==> src/rtl/opsz_pkg.sv <==
package opsz_pkg;

    typedef enum logic [1:0] {
        SZ16 = 2'd0,
        SZ32 = 2'd1,
        SZ64 = 2'd2
    } size_e;

    typedef enum logic [1:0] {
        BK_LEGACY,
        BK_REX,
        BK_ESC,
        BK_OPC
    } bkind_e;

    typedef struct packed {
        logic d64;
        logic fixed;
        logic bad_lm;
    } attr_t;

    typedef struct packed {
        logic p66;
        logic p67;
        logic rex_live;
        logic rex_w;
        logic esc;
    } pfx_t;

    typedef struct packed {
        size_e op;
        size_e adr;
        logic  inv;
    } res_t;

    localparam logic [7:0] OSZ_BYTE = 8'h66;
    localparam logic [7:0] ASZ_BYTE = 8'h67;
    localparam logic [7:0] ESC_BYTE = 8'h0F;
    localparam logic [3:0] REX_HI   = 4'h4;

    function automatic logic is_legacy(input logic [7:0] b);
        case (b)
            8'h66, 8'h67, 8'hF0, 8'hF2, 8'hF3,
            8'h26, 8'h2E, 8'h36, 8'h3E, 8'h64, 8'h65: return 1'b1;
            default: return 1'b0;
        endcase
    endfunction

    function automatic bkind_e classify(input logic [7:0] b, input logic lm, input logic esc);
        if (esc)                        return BK_OPC;
        else if (is_legacy(b))          return BK_LEGACY;
        else if (lm && b[7:4] == REX_HI) return BK_REX;
        else if (b == ESC_BYTE)         return BK_ESC;
        else                            return BK_OPC;
    endfunction

    function automatic attr_t lookup(input logic [7:0] b, input logic esc);
        attr_t a;
        a = '0;
        if (esc) begin
            a.fixed = (b == 8'h06) || (b == 8'hA2);
        end else begin
            a.d64    = (b[7:4] == 4'h5) || (b == 8'hC3) || (b == 8'hC8) ||
                       (b == 8'hC9) || (b == 8'hE8) || (b == 8'hE9) || (b == 8'hEB);
            a.fixed  = (b == 8'hF4) || (b == 8'hF5);
            a.bad_lm = (b == 8'h27) || (b == 8'h2F) || (b == 8'hCE);
        end
        return a;
    endfunction

endpackage

==> src/rtl/opsz_prefix_tracker.sv <==
module opsz_prefix_tracker
    import opsz_pkg::*;
(
    input  logic       clk,
    input  logic       rst,
    input  logic       fire,
    input  logic [7:0] byte_i,
    input  logic       lm,
    output bkind_e     kind,
    output pfx_t       pfx_q
);

    assign kind = classify(byte_i, lm, pfx_q.esc);

    always_ff @(posedge clk) begin
        if (rst) begin
            pfx_q <= '0;
        end else if (fire) begin
            case (kind)
                BK_LEGACY: begin
                    if (byte_i == OSZ_BYTE) pfx_q.p66 <= 1'b1;
                    if (byte_i == ASZ_BYTE) pfx_q.p67 <= 1'b1;
                    pfx_q.rex_live <= 1'b0;
                    pfx_q.rex_w    <= 1'b0;
                end
                BK_REX: begin
                    pfx_q.rex_live <= 1'b1;
                    pfx_q.rex_w    <= byte_i[3];
                end
                BK_ESC:  pfx_q.esc <= 1'b1;
                default: pfx_q <= '0;
            endcase
        end
    end

    // an extension byte in 64-bit mode arms the prefix
    assert_rex_arm_R5: assert property (@(posedge clk) disable iff (rst)
        fire && lm && byte_i[7:4] == REX_HI && !pfx_q.esc |=> pfx_q.rex_live);

    // a legacy prefix after the extension byte drops it
    assert_rex_drop_R6: assert property (@(posedge clk) disable iff (rst)
        fire && !pfx_q.esc && is_legacy(byte_i) |=> !pfx_q.rex_live);

endmodule

==> src/rtl/opsz_size_calc.sv <==
module opsz_size_calc
    import opsz_pkg::*;
#(
    parameter bit LEGACY_DEF32 = 1'b1
) (
    input  pfx_t       pfx,
    input  logic [7:0] opc,
    input  logic       lm,
    output res_t       res
);

    localparam size_e LEG_BASE = LEGACY_DEF32 ? SZ32 : SZ16;
    localparam size_e LEG_ALT  = LEGACY_DEF32 ? SZ16 : SZ32;

    attr_t attr;
    assign attr = lookup(opc, pfx.esc);

    always_comb begin
        res = '{op: SZ32, adr: SZ64, inv: 1'b0};
        if (lm) begin
            res.adr = pfx.p67 ? SZ32 : SZ64;
            res.inv = attr.bad_lm;
            if (attr.fixed)                      res.op = SZ32;
            else if (pfx.rex_live && pfx.rex_w)  res.op = SZ64;
            else if (pfx.p66)                    res.op = SZ16;
            else if (attr.d64)                   res.op = SZ64;
            else                                 res.op = SZ32;
        end else begin
            res.adr = pfx.p67 ? LEG_ALT : LEG_BASE;
            res.op  = (pfx.p66 && !attr.fixed) ? LEG_ALT : LEG_BASE;
        end
    end

endmodule

==> src/rtl/opsize_resolver.sv <==
module opsize_resolver
    import opsz_pkg::*;
#(
    parameter bit LEGACY_DEF32 = 1'b1
) (
    input  logic       clk,
    input  logic       rst,
    input  logic       in_valid,
    input  logic [7:0] in_byte,
    output logic       in_ready,
    input  logic       long_mode,
    output logic       res_valid,
    output logic [1:0] res_opsize,
    output logic [1:0] res_addrsize,
    output logic       res_invalid
);

    logic   fire;
    logic   opc_fire;
    bkind_e kind;
    pfx_t   pfx;
    res_t   nxt, res_q;
    logic   vld_q;

    assign in_ready = !rst;
    assign fire     = in_valid && in_ready;
    assign opc_fire = fire && (kind == BK_OPC);

    opsz_prefix_tracker u_trk (
        .clk    (clk),
        .rst    (rst),
        .fire   (fire),
        .byte_i (in_byte),
        .lm     (long_mode),
        .kind   (kind),
        .pfx_q  (pfx)
    );

    opsz_size_calc #(.LEGACY_DEF32(LEGACY_DEF32)) u_calc (
        .pfx (pfx),
        .opc (in_byte),
        .lm  (long_mode),
        .res (nxt)
    );

    always_ff @(posedge clk) begin
        if (rst) begin
            vld_q <= 1'b0;
            res_q <= '0;
        end else begin
            vld_q <= opc_fire;
            if (opc_fire) res_q <= nxt;
        end
    end

    assign res_valid    = vld_q;
    assign res_opsize   = res_q.op;
    assign res_addrsize = res_q.adr;
    assign res_invalid  = res_q.inv;

    // strobe follows an accepted opcode by one cycle, never otherwise
    assert_strobe_R2: assert property (@(posedge clk) disable iff (rst)
        opc_fire |=> res_valid);
    assert_no_spurious_R2: assert property (@(posedge clk) disable iff (rst)
        !opc_fire |=> !res_valid);

    // legacy-mode results are never 64-bit and never illegal
    assert_legacy_clean_R11: assert property (@(posedge clk) disable iff (rst)
        res_valid && !$past(long_mode) |-> !res_invalid && res_opsize != SZ64 && res_addrsize != SZ64);

    // 64-bit mode addressing is never 16-bit
    assert_lm_addr_R10: assert property (@(posedge clk) disable iff (rst)
        res_valid && $past(long_mode) |-> res_addrsize != SZ16);

endmodule

==> config.mk <==
export PLATFORM = sky130hd
export DESIGN_NAME = opsize_resolver
export DESIGN_NICKNAME = d
export VERILOG_FILES = /design/src/rtl/opsz_pkg.sv /design/src/rtl/opsz_prefix_tracker.sv /design/src/rtl/opsz_size_calc.sv /design/src/rtl/opsize_resolver.sv
export SDC_FILE = /design/constraint.sdc
export NUM_CORES = 1
export LEC_CHECK = 0
export BUFFER_PORTS_ARGS = -buffer_cell sky130_fd_sc_hd__clkbuf_2
export CAP_MARGIN = 20
export CORE_ASPECT_RATIO = 0.5
export CORE_UTILIZATION = 25
export DETAILED_ROUTE_END_ITERATION = 8
export HOLD_SLACK_MARGIN = 0.12
export PLACE_DENSITY_LB_ADDON = 0.1
export SYNTH_ARGS = -nofsm -noshare
export SYNTH_HDL_FRONTEND = slang
export SYNTH_SLANG_ARGS = --single-unit
==> constraint.sdc <==
create_clock -name clk -period 6.05 [get_ports clk]
set_clock_uncertainty 0.15 [all_clocks]
set_input_delay 0.605 -clock clk [delete_from_list [all_inputs] [get_ports clk]]
set_output_delay 0.605 -clock clk [all_outputs]
set_load 0.01 [all_outputs]
---- Word-level counts from Yosys, hierarchy flattened ----
Index checks and enable logic that the tools add are counted.
word-level totals
  bits in registers ....................... 11
  input port bits ......................... 12
  output and inout port bits .............. 7
  logic and storage cells ................. 92
operators by class
  equality and inequality tests ........... 32
  multiplexer cells ....................... 23
  bitwise operators ....................... 3
  reductions and logical operators ........ 25
operators with widths
  kind                number
  $eq 8x8->1 const B  13
  $eq 8x6->1 const B  6
  $eq 8x7->1 const B  4
  $mux 2              8
  $mux 1              11
  $reduce_or 11->1    1
  $logic_or 1x1->1    10
  $eq 4x3->1 const B  2
  $eq 8x3->1 const B  1
  $eq 8x4->1 const B  1
  $pmux 2 s2          2
  $reduce_and 3->1    2
  $logic_and 1x1->1   5
  $eq 2x2->1 const B  2
  $mux 4              1
  $ne 2x1->1 const B  2
  $reduce_and 2->1    2
  $reduce_or 2->1     2
  $not 1->1           3
  $eq 2x1->1 const B  1
  $logic_not 1->1     2
  $logic_not 2->1     1
  $pmux 1 s2          1

---- Logic depth before layout (Yosys ltp) ----
Gate-level depths: netlist of the first run.
  depth in word-level cells ............... 13
  gate-level depth with buffers ........... 11
  depth with buffers taken out ............ 10

---- Hierarchy ----
Synthesis of the first run repeated with hierarchy kept, for this count alone.
unflattened totals
  cell total of the unflattened synthesis .. 107
  area total of the unflattened synthesis .. 860.8 um^2
by module, submodules not included
  module               instances  cells each  area each (um^2)  sequential area each (um^2)
  opsz_prefix_tracker  1          44          367.9             100.1
  opsize_resolver      1          27          274.0             120.1
  opsz_size_calc       1          36          219.0             0.0

---- Worst setup path after synthesis of the first run ----
OpenSTA, ideal clock, no wires.
  path kind ............................... input-to-reg
  from .................................... input port in_byte[2]
  to ...................................... register res_q (netlist bit res_opsize[0])
  setup time .............................. 122 ps
  arrival time ............................ 2335 ps
  data required time ...................... 5778 ps
  slack ................................... 3443 ps
  stages .................................. 10
  path buffers ............................ 1
  cells stage by stage .................... buf_6 > nor2b_1 > nand4b_1 > o31ai_1 > a21oi_1 > a21o_1 > ha_1 > nand2_1 > or3_1 > o32a_1
between the ends
  longest elaborated chain between the ends .. 13
  elaborated cells on any way between the ends .. 49
  classes of those cells .................. 23 x eq/ne; 14 x mux; 12 x reduce/logical
ends and longest elaborated chain
  element                         line                   source
  start, declared                 opsize_resolver.sv:9   input logic [7:0] in_byte,
  $eq 8x8->1                      opsz_pkg.sv:63         a.d64 = (b[7:4] == 4'h5) || (b == 8'hC3) || (b == 8'hC8) ||
  $logic_or 1x1->1 (3 in series)  opsz_pkg.sv:63
  $logic_or 1x1->1 (3 in series)  opsz_pkg.sv:64         (b == 8'hC9) || (b == 8'hE8) || (b == 8'hE9) || (b == 8'hEB);
  $mux 1                          opsz_pkg.sv:60         if (esc) begin
  $mux 2                          opsz_size_calc.sv:26   else if (attr.d64) res.op = SZ64;
  $mux 2                          opsz_size_calc.sv:25   else if (pfx.p66) res.op = SZ16;
  $mux 2                          opsz_size_calc.sv:24   else if (pfx.rex_live && pfx.rex_w) res.op = SZ64;
  $mux 2                          opsz_size_calc.sv:23   if (attr.fixed) res.op = SZ32;
  $mux 4                          opsz_size_calc.sv:20   if (lm) begin
  end signal, assigned            opsize_resolver.sv:52  if (opc_fire) res_q <= nxt;
  end, declared                   opsize_resolver.sv:22  res_t nxt, res_q;
Parallel ways exist; a longest one is shown, timed or not. The select of a mux whose other input is x is not followed.
A chain may end at the register's enable or synchronous reset.

---- Worst setup path after layout of the first run ----
Ends and elaborated chain as after synthesis.

==> results of run 1 <==
==> path summary, 6_finish.rpt <==
| path | to | slack [ns] |
|---|---|---|
| max | res_opsize[0] | 3.38 |
| min | res_invalid | 0.30 |
| max reg2reg | res_opsize[0] | 4.09 |
| min reg2reg | res_invalid | 0.30 |
==> layer usage <==
metal,up-vias,routed length (µm),GRT usage [%]
met1,348,1100,18.8
met4,0,12,2.14
li1,385,-,-
met3,2,84,2.86
met2,21,770,17.6
met5,-,0,0
==> state kept, by name (all words and copies together) (netlist names) <==
name          cells
res_addrsize      2
res_opsize        2
u_trk.pfx_q       5
res_valid         1
res_invalid       1
==> tightest hold or removal path, cell delays in order, from the launching register on <==
cell	delay, ns
dfxtp_1	0.30
nand2_1	0.05
a21oi_1	0.05
==> cells in the mapped netlist, types with 2 or more instances <==
cell type / number
buf_2: 2
a21o_1: 2
nand4_1: 2
nor3_1: 3
o31ai_1: 2
nand2_1: 10
nand4b_1: 2
inv_1: 4
dfxtp_1: 11
nor4b_1: 2
buf_6: 2
nand3_1: 4
nor4_1: 2
o21ai_0: 3
nor2_1: 7
mux2i_1: 2
a21oi_1: 8
nor3b_1: 2
nor2b_1: 8
ha_1: 5
==> cells by family after synthesis <==
family | count (synthesis) | synth area share (%)
simple gates | 49 | 36.2
compound gates | 21 | 17.8
flops | 11 | 28.3
buf+inv | 9 | 7.07
fa+ha+maj | 5 | 8.04
mux | 2 | 2.57
==> where the power goes <==
part	internal (mW)	switching, mW
Clock	0.0461	0.0256
Sequential	0.0753	0.00149
Combinational	0.0125	0.0186
Total	0.134	0.0457
==> through the flow <==
| step | cells | hold slack [ns] | setup slack (ns) | utilization, % | area, µm² |
|---|---|---|---|---|---|
| final | 151 | 0.304 | 3.38 | 33.3 | 920 |
| after global routing | 151 | 0.344 | 3.22 | 33.3 | 920 |
| after floorplan | 97 | 0.306 | 3.44 | - | 778 |
| after detailed placement | 147 | 0.298 | 3.14 | 31.6 | 875 |
| after CTS | 151 | 0.305 | 3.37 | 33.3 | 920 |
| after global placement | 147 | 0.303 | 3.17 | 31.6 | 875 |
==> layout make-up <==
cell class | count | area, µm² | share of cell area, %
multi-input cells | 77 | 503 | 54.7
clock buffers | 4 | 45.0 | 4.90
well taps | 37 | 46.3 | 5.03
inverters | 4 | 15.0 | 1.63
flip-flops and latches | 11 | 220 | 23.9
repair buffers | 18 | 90.1 | 9.80
==> key figures, run 1 <==
Status
  – Outcome: finished, final reports clean

Setup path
  – Reg2Reg Depth: 5
  – Crit path kind: in2reg
  – WP buf/inv: 1
  – WP depth: 10
  – Crit end category: flip-flop
  – Crit path launch type: input port
  – R2r startpoint: u_trk.pfx_q[0]
  – Arr. time, crit path: about 2.6 ns
  – CP max stage delay: around 0.43 ns
  – Worst-path maximum fanout: 9
  – Cell family with the largest share of critical-path delay: compound AO/OA/AOI/OAI gates
  – CP Cell Sequence: clkbuf_2, nor2b_1, nand4b_1, o31ai_1, a21oi_1, a21o_1, ha_1, nand2_1, or3_1, o32a_1
  – Crit path launch: in_byte[2]
  – WP data required: around 6.0 ns
  – Worst path slowest cell: or3_1

Pwr
  – Post-route total power: 0.180 mW
  – Pwr per Cell Area: 195 mW/mm²
  – Static leakage: about 0.37 nW
  – Worst IR Drop VDD: 84.2 µV

STA
  – Slew Limit Fails: 0
  – Worst slew pin tran: roughly 0.43 ns
  – Final Hold Viols: 0
  – Setup TNS: 0 ns
  – Post-layout min period: 2.67 ns
  – FMAX: 0.374 GHz
  – Setup violators final: 0
  – Crit share post-route: 44.1%
  – RSZ-0062 raised after global routing: no
  – Max_slew headroom: 71.2%

Clocking
  – Root Buffer: clkbuf_8
  – Clk_lat worst skew: about 0.23 ns
  – Clock sink total: 11
  – Max H-tree Level: 1
  – CTS Hold Buffers Added: 0
  – CTS tree: done
  – Clock Pin Slew Worst Setup and Hold Paths: 0.05 ns
  – CTS max path bufs: 2
  – Post-CTS setup buffers: 0
  – Cts repair resizes: 0
  – Total CTS buffers: 3

Routing
  – Routed vias: 756
  – Final antenna-violating net count: 0
  – Remaining DRCs: 0
  – Routed length per instance: 13.1 µm
  – Initial DRC count: 44
  – WL final: 1970 µm
  – Initial DRT Pass Iterations: 4
  – Via-to-Cell Ratio: 5.01

Yosys
  – Syn_nets: 114
  – Part of the Yosys area used for sequential elements: between 20% and 30%
  – Post-synthesis cell type count: 34
  – #FFs+latches synth: 11
  – Syn Inst Count: 97
  – Yosys warnings: 0
  – Avg Cell Area, Syn: between 8 and 9 µm²
  – Most used DFF post-synth: dfxtp_1
  – Post-synth top area cell: dfxtp_1
  – Mapped cell area: 778 µm²
  – Post-synth EDFFs: 0
  – Post-synth ARST share: 0%
  – Synth top area cells: dfxtp_1, ha_1, nor2b_1
  – Top cell type's share of synthesized area: 28.3%

Global routing
  – Number of global-route vias before repair: 657
  – Antenna violations before repair: 0
  – GRT Residual Overflow: 0
  – First-pass GRT wire length: 3140 µm
  – Gr usage total: 12.4%
  – Pin count of the biggest net entering global routing: 10

Die
  – Top-Level Pins: 19
  – Rows: 13
  – Core ar.: 0.00277 mm²
  – Die H: 41.5 µm
  – Die Area: 0.00335 mm²
  – Initial Util: 28.1%
  – Die Wd: a little over 80 µm

Worst hold path
  – Hold depth: 2
  – HP Class: reg2reg
  – Hold path startpoint: res_invalid

Placed design
  – Hpwl dp: roughly 1600 µm
  – IO Port Bufs: 18
  – GPL Wtd Cong: about 0.78

Finish
  – Leading cell types in the layout, fill and taps excluded: clkbuf_2, dfxtp_1, nand2_1
  – Synth-to-Final Area Change: 18.2%
  – ANT cells: 0
  – Share of cells above drive strength 1: 20.2%
  – Commonest non-fill, non-tap cell in the layout: clkbuf_2
  – Layout fillers: 312
  – Final nets: 132

Run
  – Max-cap viol count: 0
Note: power is estimated with default switching activity, not from simulation.
==> run 2: changes to the inputs <==
clock period = 2.5 ns   (was 6.05 ns; I/O delays follow)
==> key figures, run 2 (synthesis results as in run 1) <==
Die
  – Die Area: 0.00335 mm² (unchanged)
  – Rows: 13 (unchanged)
  – Initial Util: 28.1% (unchanged)
  – Top-Level Pins: 19 (unchanged)
  – Die Wd: 80.9 µm (unchanged)
  – Core ar.: 0.00277 mm² (unchanged)
  – Die H: 41.5 µm (unchanged)

Pwr
  – Pwr per Cell Area: 467 mW/mm² (was 195 mW/mm²)
  – Static leakage: 0.392 nW (was 0.368 nW)
  – Worst IR Drop VDD: 272 µV (was 84.2 µV)

Setup path
  – Worst-path maximum fanout: 4 (was 9)
  – Crit path kind: in2reg (unchanged)
  – CP max stage delay: 0.42 ns (was 0.43 ns)
  – Crit path launch: in_byte[5] (was in_byte[2])
  – Reg2Reg Setup Slack: 0.61 ns (was 4.09 ns)
  – Critical path endpoint: res_opsize[0] (unchanged)
  – WP depth: 10 (unchanged)
  – Cell family with the largest share of critical-path delay: compound AO/OA/AOI/OAI gates (unchanged)
  – Crit path launch type: input port (unchanged)
  – Worst path slowest cell: or3_1 (unchanged)
  – CP Cell Sequence: clkbuf_2, nor2b_1, nand4_1, o2bb2ai_1, a21oi_1, a21o_1, ha_1, nand2_1, or3_1, o32a_1 (was clkbuf_2, nor2b_1, nand4b_1, o31ai_1, a21oi_1, a21o_1, ha_1, nand2_1, or3_1, o32a_1)
  – Reg2Reg Depth: 5 (unchanged)
  – Crit end category: flip-flop (unchanged)
  – R2r startpoint: u_trk.pfx_q[0] (unchanged)
  – WP buf/inv: 1 (unchanged)
  – WP data required: 2.48 ns (was 6.02 ns)
  – RR Endpoint: res_opsize[0] (unchanged)
  – Arr. time, crit path: 2.15 ns (was 2.64 ns)

Clocking
  – Clock Pin Slew Worst Setup and Hold Paths: 0.05 ns (about the same)
  – CTS tree: done (unchanged)
  – Root Buffer: clkbuf_8 (unchanged)
  – Clock sink total: 11 (unchanged)
  – Total CTS buffers: 3 (unchanged)
  – Post-CTS setup buffers: 0 (unchanged)
  – Max H-tree Level: 1 (unchanged)
  – Cts repair resizes: 0 (unchanged)
  – CTS Hold Buffers Added: 0 (unchanged)
  – Clk_lat worst skew: 0.24 ns (was 0.23 ns)
  – CTS max path bufs: 2 (unchanged)

STA
  – Final Hold Viols: 0 (unchanged)
  – FMAX: 0.461 GHz
  – Setup violators final: 0 (unchanged)
  – Max_slew headroom: 70.1% (was 71.2%)
  – Setup TNS: 0 ns (unchanged)
  – Crit share post-route: 86.8%
  – Post-layout min period: 2.17 ns
  – Final WS setup: 0.329 ns (was 3.38 ns)
  – Worst slew pin tran: 0.444 ns (was 0.428 ns)
  – Slew Limit Fails: 0 (unchanged)
  – RSZ-0062 raised after global routing: no (unchanged)

Finish
  – Leading cell types in the layout, fill and taps excluded: clkbuf_2, dfxtp_1, nand2_1 (unchanged)
  – Commonest non-fill, non-tap cell in the layout: clkbuf_2 (unchanged)
  – Max reg flops: 5 (unchanged)
  – Share of cells above drive strength 1: 23.5% (was 20.2%)
  – Multi-input gate area: 503 µm² (unchanged)
  – FF/Latch Area: 220 µm² (unchanged)
  – Synth-to-Final Area Change: 23.0% (was 18.2%)
  – Final nets: 137 (was 132)
  – Largest Register: u_trk.pfx_q (unchanged)
  – Layout fillers: 315 (was 312)
  – ANT cells: 0 (unchanged)

Global routing
  – Antenna violations before repair: 0 (unchanged)
  – Met2 Resource Use GR: 17.5% (was 17.6%)
  – Number of global-route vias before repair: 687 (was 657)
  – GRT Residual Overflow: 0 (unchanged)
  – Gr usage total: 13.6% (was 12.4%)
  – Busiest grt layer: met1 (unchanged)
  – M1 GR Usage: 21.3% (was 18.8%)
  – First-pass GRT wire length: 3460 µm (was 3140 µm)
  – Pin count of the biggest net entering global routing: 10 (unchanged)
  – Met3 GRT Util: 3.96% (was 2.86%)

Routing
  – Initial DRT Pass Iterations: 4 (unchanged)
  – Via-to-Cell Ratio: 4.80 (was 5.01)
  – Routed vias: 749 (was 756)
  – Remaining DRCs: 0 (unchanged)
  – Initial DRC count: 45 (was 44)
  – Final antenna-violating net count: 0 (unchanged)
  – WL final: 2050 µm (was 1970 µm)
  – Routed length per instance: 13.2 µm (was 13.1 µm)

Placed design
  – Dpl ws: 0.108 ns (was 3.14 ns)
  – IO Port Bufs: 18 (unchanged)
  – GPL Wtd Cong: 0.775 (was 0.778)
  – Hpwl dp: 1610 µm (was 1580 µm)

Run
  – Max-cap viol count: 0 (unchanged)

Status
  – Outcome: finished, final reports clean (unchanged)

Worst hold path
  – HP Class: in2reg (was reg2reg)
## run 2: worst min-delay path by stage
stage	cells past startpoint	endpoint	slack, ns	from
floorplan	2	u_trk.pfx_q[1]	0.26	in_byte[3]
global placement	2	res_invalid	0.30	res_invalid
detailed placement	2	res_invalid	0.30	res_invalid
CTS	2	res_invalid	0.16	rst
global route	2	res_invalid	0.18	rst
finish	2	res_invalid	0.16	rst
## run 2: area by class of cell
| class | count | share of cell area, % |
|---|---|---|
| Timing Repair Buffer | 23 | 13.3 |
| Tap cell | 37 | 4.84 |
| Inverter | 4 | 1.57 |
| Sequential cell | 11 | 23.0 |
| Multi-Input combinational cell | 77 | 52.5 |
| Clock buffer | 4 | 4.71 |
## run 2: power breakdown
group          internal (mW)  total, mW  switching (mW)
Sequential             0.182      0.186         0.00371
Combinational         0.0358     0.0827          0.0469
Clock                  0.112      0.178          0.0660
## run 2: through the flow
step	cell area [µm²]	power, mW	hold WS (ns)	cells	util [%]
final	957	0.447	0.162	156	34.6
after global placement	912	0.274	0.295	152	33.0
after detailed placement	912	0.272	0.299	152	33.0
after global routing	957	0.476	0.179	156	34.6
after floorplan	778	0.238	0.262	97	-
after CTS	957	0.452	0.164	156	34.6
## run 2: metal layers
layer  part of all wire [%]  routed length (µm)  vias to the layer above
met4                    1.1                  22                        0
met3                    4.1                  85                        4
met1                     58                1190                      333
met2                     37                 758                       17
li1                       -                   -                      395
met5                      0                   0                        -
## run 2: worst reg2reg max path: stages (launching register included)
cell	delay [ns]
dfxtp_1	0.50
a21o_1	0.16
ha_1	0.14
nand2_1	0.06
or3_1	0.42
o32a_1	0.35
==> run 3: changes to the inputs <==
ABC_CLOCK_PERIOD_IN_PS = 2500   (was default)
CORE_ASPECT_RATIO = default   (was 0.5)
CORE_UTILIZATION = 40   (was 25)
==> key figures, run 3 (synthesis results as in run 1) <==
Placed design
  – Placed cells: 138 (was 152)
  – IO Port Bufs: 18 (unchanged)
  – Dpl ws: 0.0777 ns (was 0.108 ns)
  – Placed inst area: 882 µm² (was 912 µm²)
  – GPL Wtd Cong: 0.752 (was 0.775)
  – Hpwl dp: 1340 µm (was 1610 µm)

Routing
  – Via-to-Cell Ratio: 5.33 (was 4.80)
  – Routed length per instance: 12.1 µm (was 13.2 µm)
  – WL final: 1720 µm (was 2050 µm)
  – Final antenna-violating net count: 0 (unchanged)
  – Routed vias: 757 (was 749)
  – Initial DRC count: 18 (was 45)
  – Remaining DRCs: 0 (unchanged)
  – Initial DRT Pass Iterations: 4 (unchanged)

Run
  – Max-cap viol count: 0 (unchanged)

Clocking
  – Max H-tree Level: 1 (unchanged)
  – Post-CTS setup buffers: 0 (unchanged)
  – Cts repair resizes: 0 (unchanged)
  – CTS max path bufs: 2 (unchanged)
  – Clk_lat worst skew: 0.26 ns (was 0.24 ns)
  – Clock Pin Slew Worst Setup and Hold Paths: 0.07 ns (was 0.05 ns)
  – Root Buffer: clkbuf_4 (was clkbuf_8)
  – Clock sink total: 11 (unchanged)
  – CTS Hold Buffers Added: 0 (unchanged)
  – Total CTS buffers: 3 (unchanged)
  – CTS tree: done (unchanged)

Global routing
  – Pin count of the biggest net entering global routing: 10 (unchanged)
  – First-pass GRT wire length: 2930 µm (was 3460 µm)
  – GRT Residual Overflow: 0 (unchanged)
  – Gr usage total: 19.5% (was 13.6%)
  – Antenna violations before repair: 0 (unchanged)
  – Number of global-route vias before repair: 644 (was 687)

Finish
  – Largest Register: u_trk.pfx_q (unchanged)
  – Leading cell types in the layout, fill and taps excluded: clkbuf_2, dfxtp_1, nand2_1 (unchanged)
  – Max reg flops: 5 (unchanged)
  – Multi-input gate area: 503 µm² (unchanged)
  – Layout fillers: 184 (was 315)
  – Final Non-Filler Cells: 142 (was 156)
  – Synth-to-Final Area Change: 16.7% (was 23.0%)
  – Final core utilization: 50.9% (was 34.6%)
  – Final nets: 135 (was 137)
  – FF/Latch Area: 220 µm² (unchanged)
  – Commonest non-fill, non-tap cell in the layout: clkbuf_2 (unchanged)
  – Final Instance Area: 908 µm² (was 957 µm²)
  – Share of cells above drive strength 1: 22.2% (was 23.5%)
  – ANT cells: 0 (unchanged)

Pwr
  – Comb power frac: 20.5% (was 18.5%)
  – Pwr per Cell Area: 420 mW/mm² (was 467 mW/mm²)
  – Post-route total power: 0.381 mW (was 0.447 mW)
  – Internal power: 0.277 mW (was 0.330 mW)
  – Static leakage: 0.374 nW (was 0.392 nW)
  – Worst IR Drop VDD: 334 µV (was 272 µV)
  – Net load switching power: 0.104 mW (was 0.117 mW)
  – Seq pwr share: 48.6% (was 41.7%)
  – Switching power share of the total: 27.3% (was 26.1%)
  – Clk pwr share: 30.9% (was 39.8%)

Die
  – Die Wd: 46.1 µm (was 80.9 µm)
  – Rows: 15 (was 13)
  – Core ar.: 0.00178 mm² (was 0.00277 mm²)
  – Initial Util: 43.6% (was 28.1%)
  – Die H: 46.1 µm (was 41.5 µm)
  – Top-Level Pins: 19 (unchanged)
  – Die Area: 0.00213 mm² (was 0.00335 mm²)

STA
  – RSZ-0062 raised after global routing: no (unchanged)
  – Max_slew headroom: 70.2% (was 70.1%)
  – Slew Limit Fails: 0 (unchanged)
  – Worst slew pin tran: 0.443 ns (was 0.444 ns)
  – Crit share post-route: 86.5% (was 86.8%)
  – Fin Hold WS: 0.132 ns (was 0.162 ns)
  – Post-layout min period: 2.16 ns (was 2.17 ns)
  – Final Hold Viols: 0 (unchanged)
  – Setup violators final: 0 (unchanged)
  – Setup TNS: 0 ns (unchanged)
  – FMAX: 0.462 GHz (was 0.461 GHz)
  – Final WS setup: 0.337 ns (was 0.329 ns)

Setup path
  – Cell family with the largest share of critical-path delay: compound AO/OA/AOI/OAI gates (unchanged)
  – Arr. time, crit path: 2.17 ns (was 2.15 ns)
  – CP max stage delay: 0.39 ns (was 0.42 ns)
  – Crit end category: flip-flop (unchanged)
  – WP buf/inv: 1 (unchanged)
  – WP data required: 2.51 ns (was 2.48 ns)
  – Crit path kind: in2reg (unchanged)
  – Worst path slowest cell: or3_1 (unchanged)
  – Worst-path maximum fanout: 8 (was 4)
  – Crit path launch type: input port (unchanged)
  – CP Cell Sequence: clkbuf_2, nor2b_1, nand4_1, o2bb2ai_1, a21oi_1, a21o_1, ha_1, nand2_1, or3_1, o32a_1 (unchanged)

Worst hold path
  – HP Class: in2reg (unchanged)

Status
  – Outcome: finished, final reports clean (unchanged)
-- run 3: cell types whose count changed in the layout (fill, tap and decap cells not counted) --
cell | before | now
buf_4 | 5 | 3
clkbuf_4 | 0 | 3
clkbuf_8 | 3 | 0
-- run 3: worst paths after layout --
| kind | from | end | slack, ns | depth (start not counted) |
|---|---|---|---|---|
| worst max register to register | u_trk.pfx_q[0] | res_opsize[0] | 0.65 | 5 |
| worst min-delay path | rst | res_invalid | 0.13 | 2 |
| worst max-delay path | in_byte[5] | res_opsize[0] | 0.34 | 10 |
| worst min register to register | res_invalid | res_invalid | 0.31 | 2 |
-- run 3: layout make-up --
| class | count | share of cell area [%] |
|---|---|---|
| repair buffers | 21 | 12.4 |
| flip-flops and latches | 11 | 24.2 |
| inverters | 4 | 1.65 |
| clock buffers | 4 | 2.89 |
| multi-input cells | 77 | 55.4 |
| well taps | 25 | 3.44 |
-- run 3: metal layers --
metal / GRT usage [%] / vias to the layer above / wire (µm)
met3: 5.88 / 4 / 94
met1: 25.8 / 330 / 818
li1: - / 396 / -
met4: 7.06 / 0 / 21
met5: 0 / - / 0
met2: 29.9 / 27 / 788
-- run 3: power by group through the flow --
stage               registers, mW  clock network, mW  logic, mW
floorplan                   0.191                  0     0.0467
global placement            0.189                  0     0.0780
detailed placement          0.189                  0     0.0780
CTS                         0.185              0.125     0.0782
global route                0.186              0.136     0.0878
finish                      0.185              0.118     0.0782
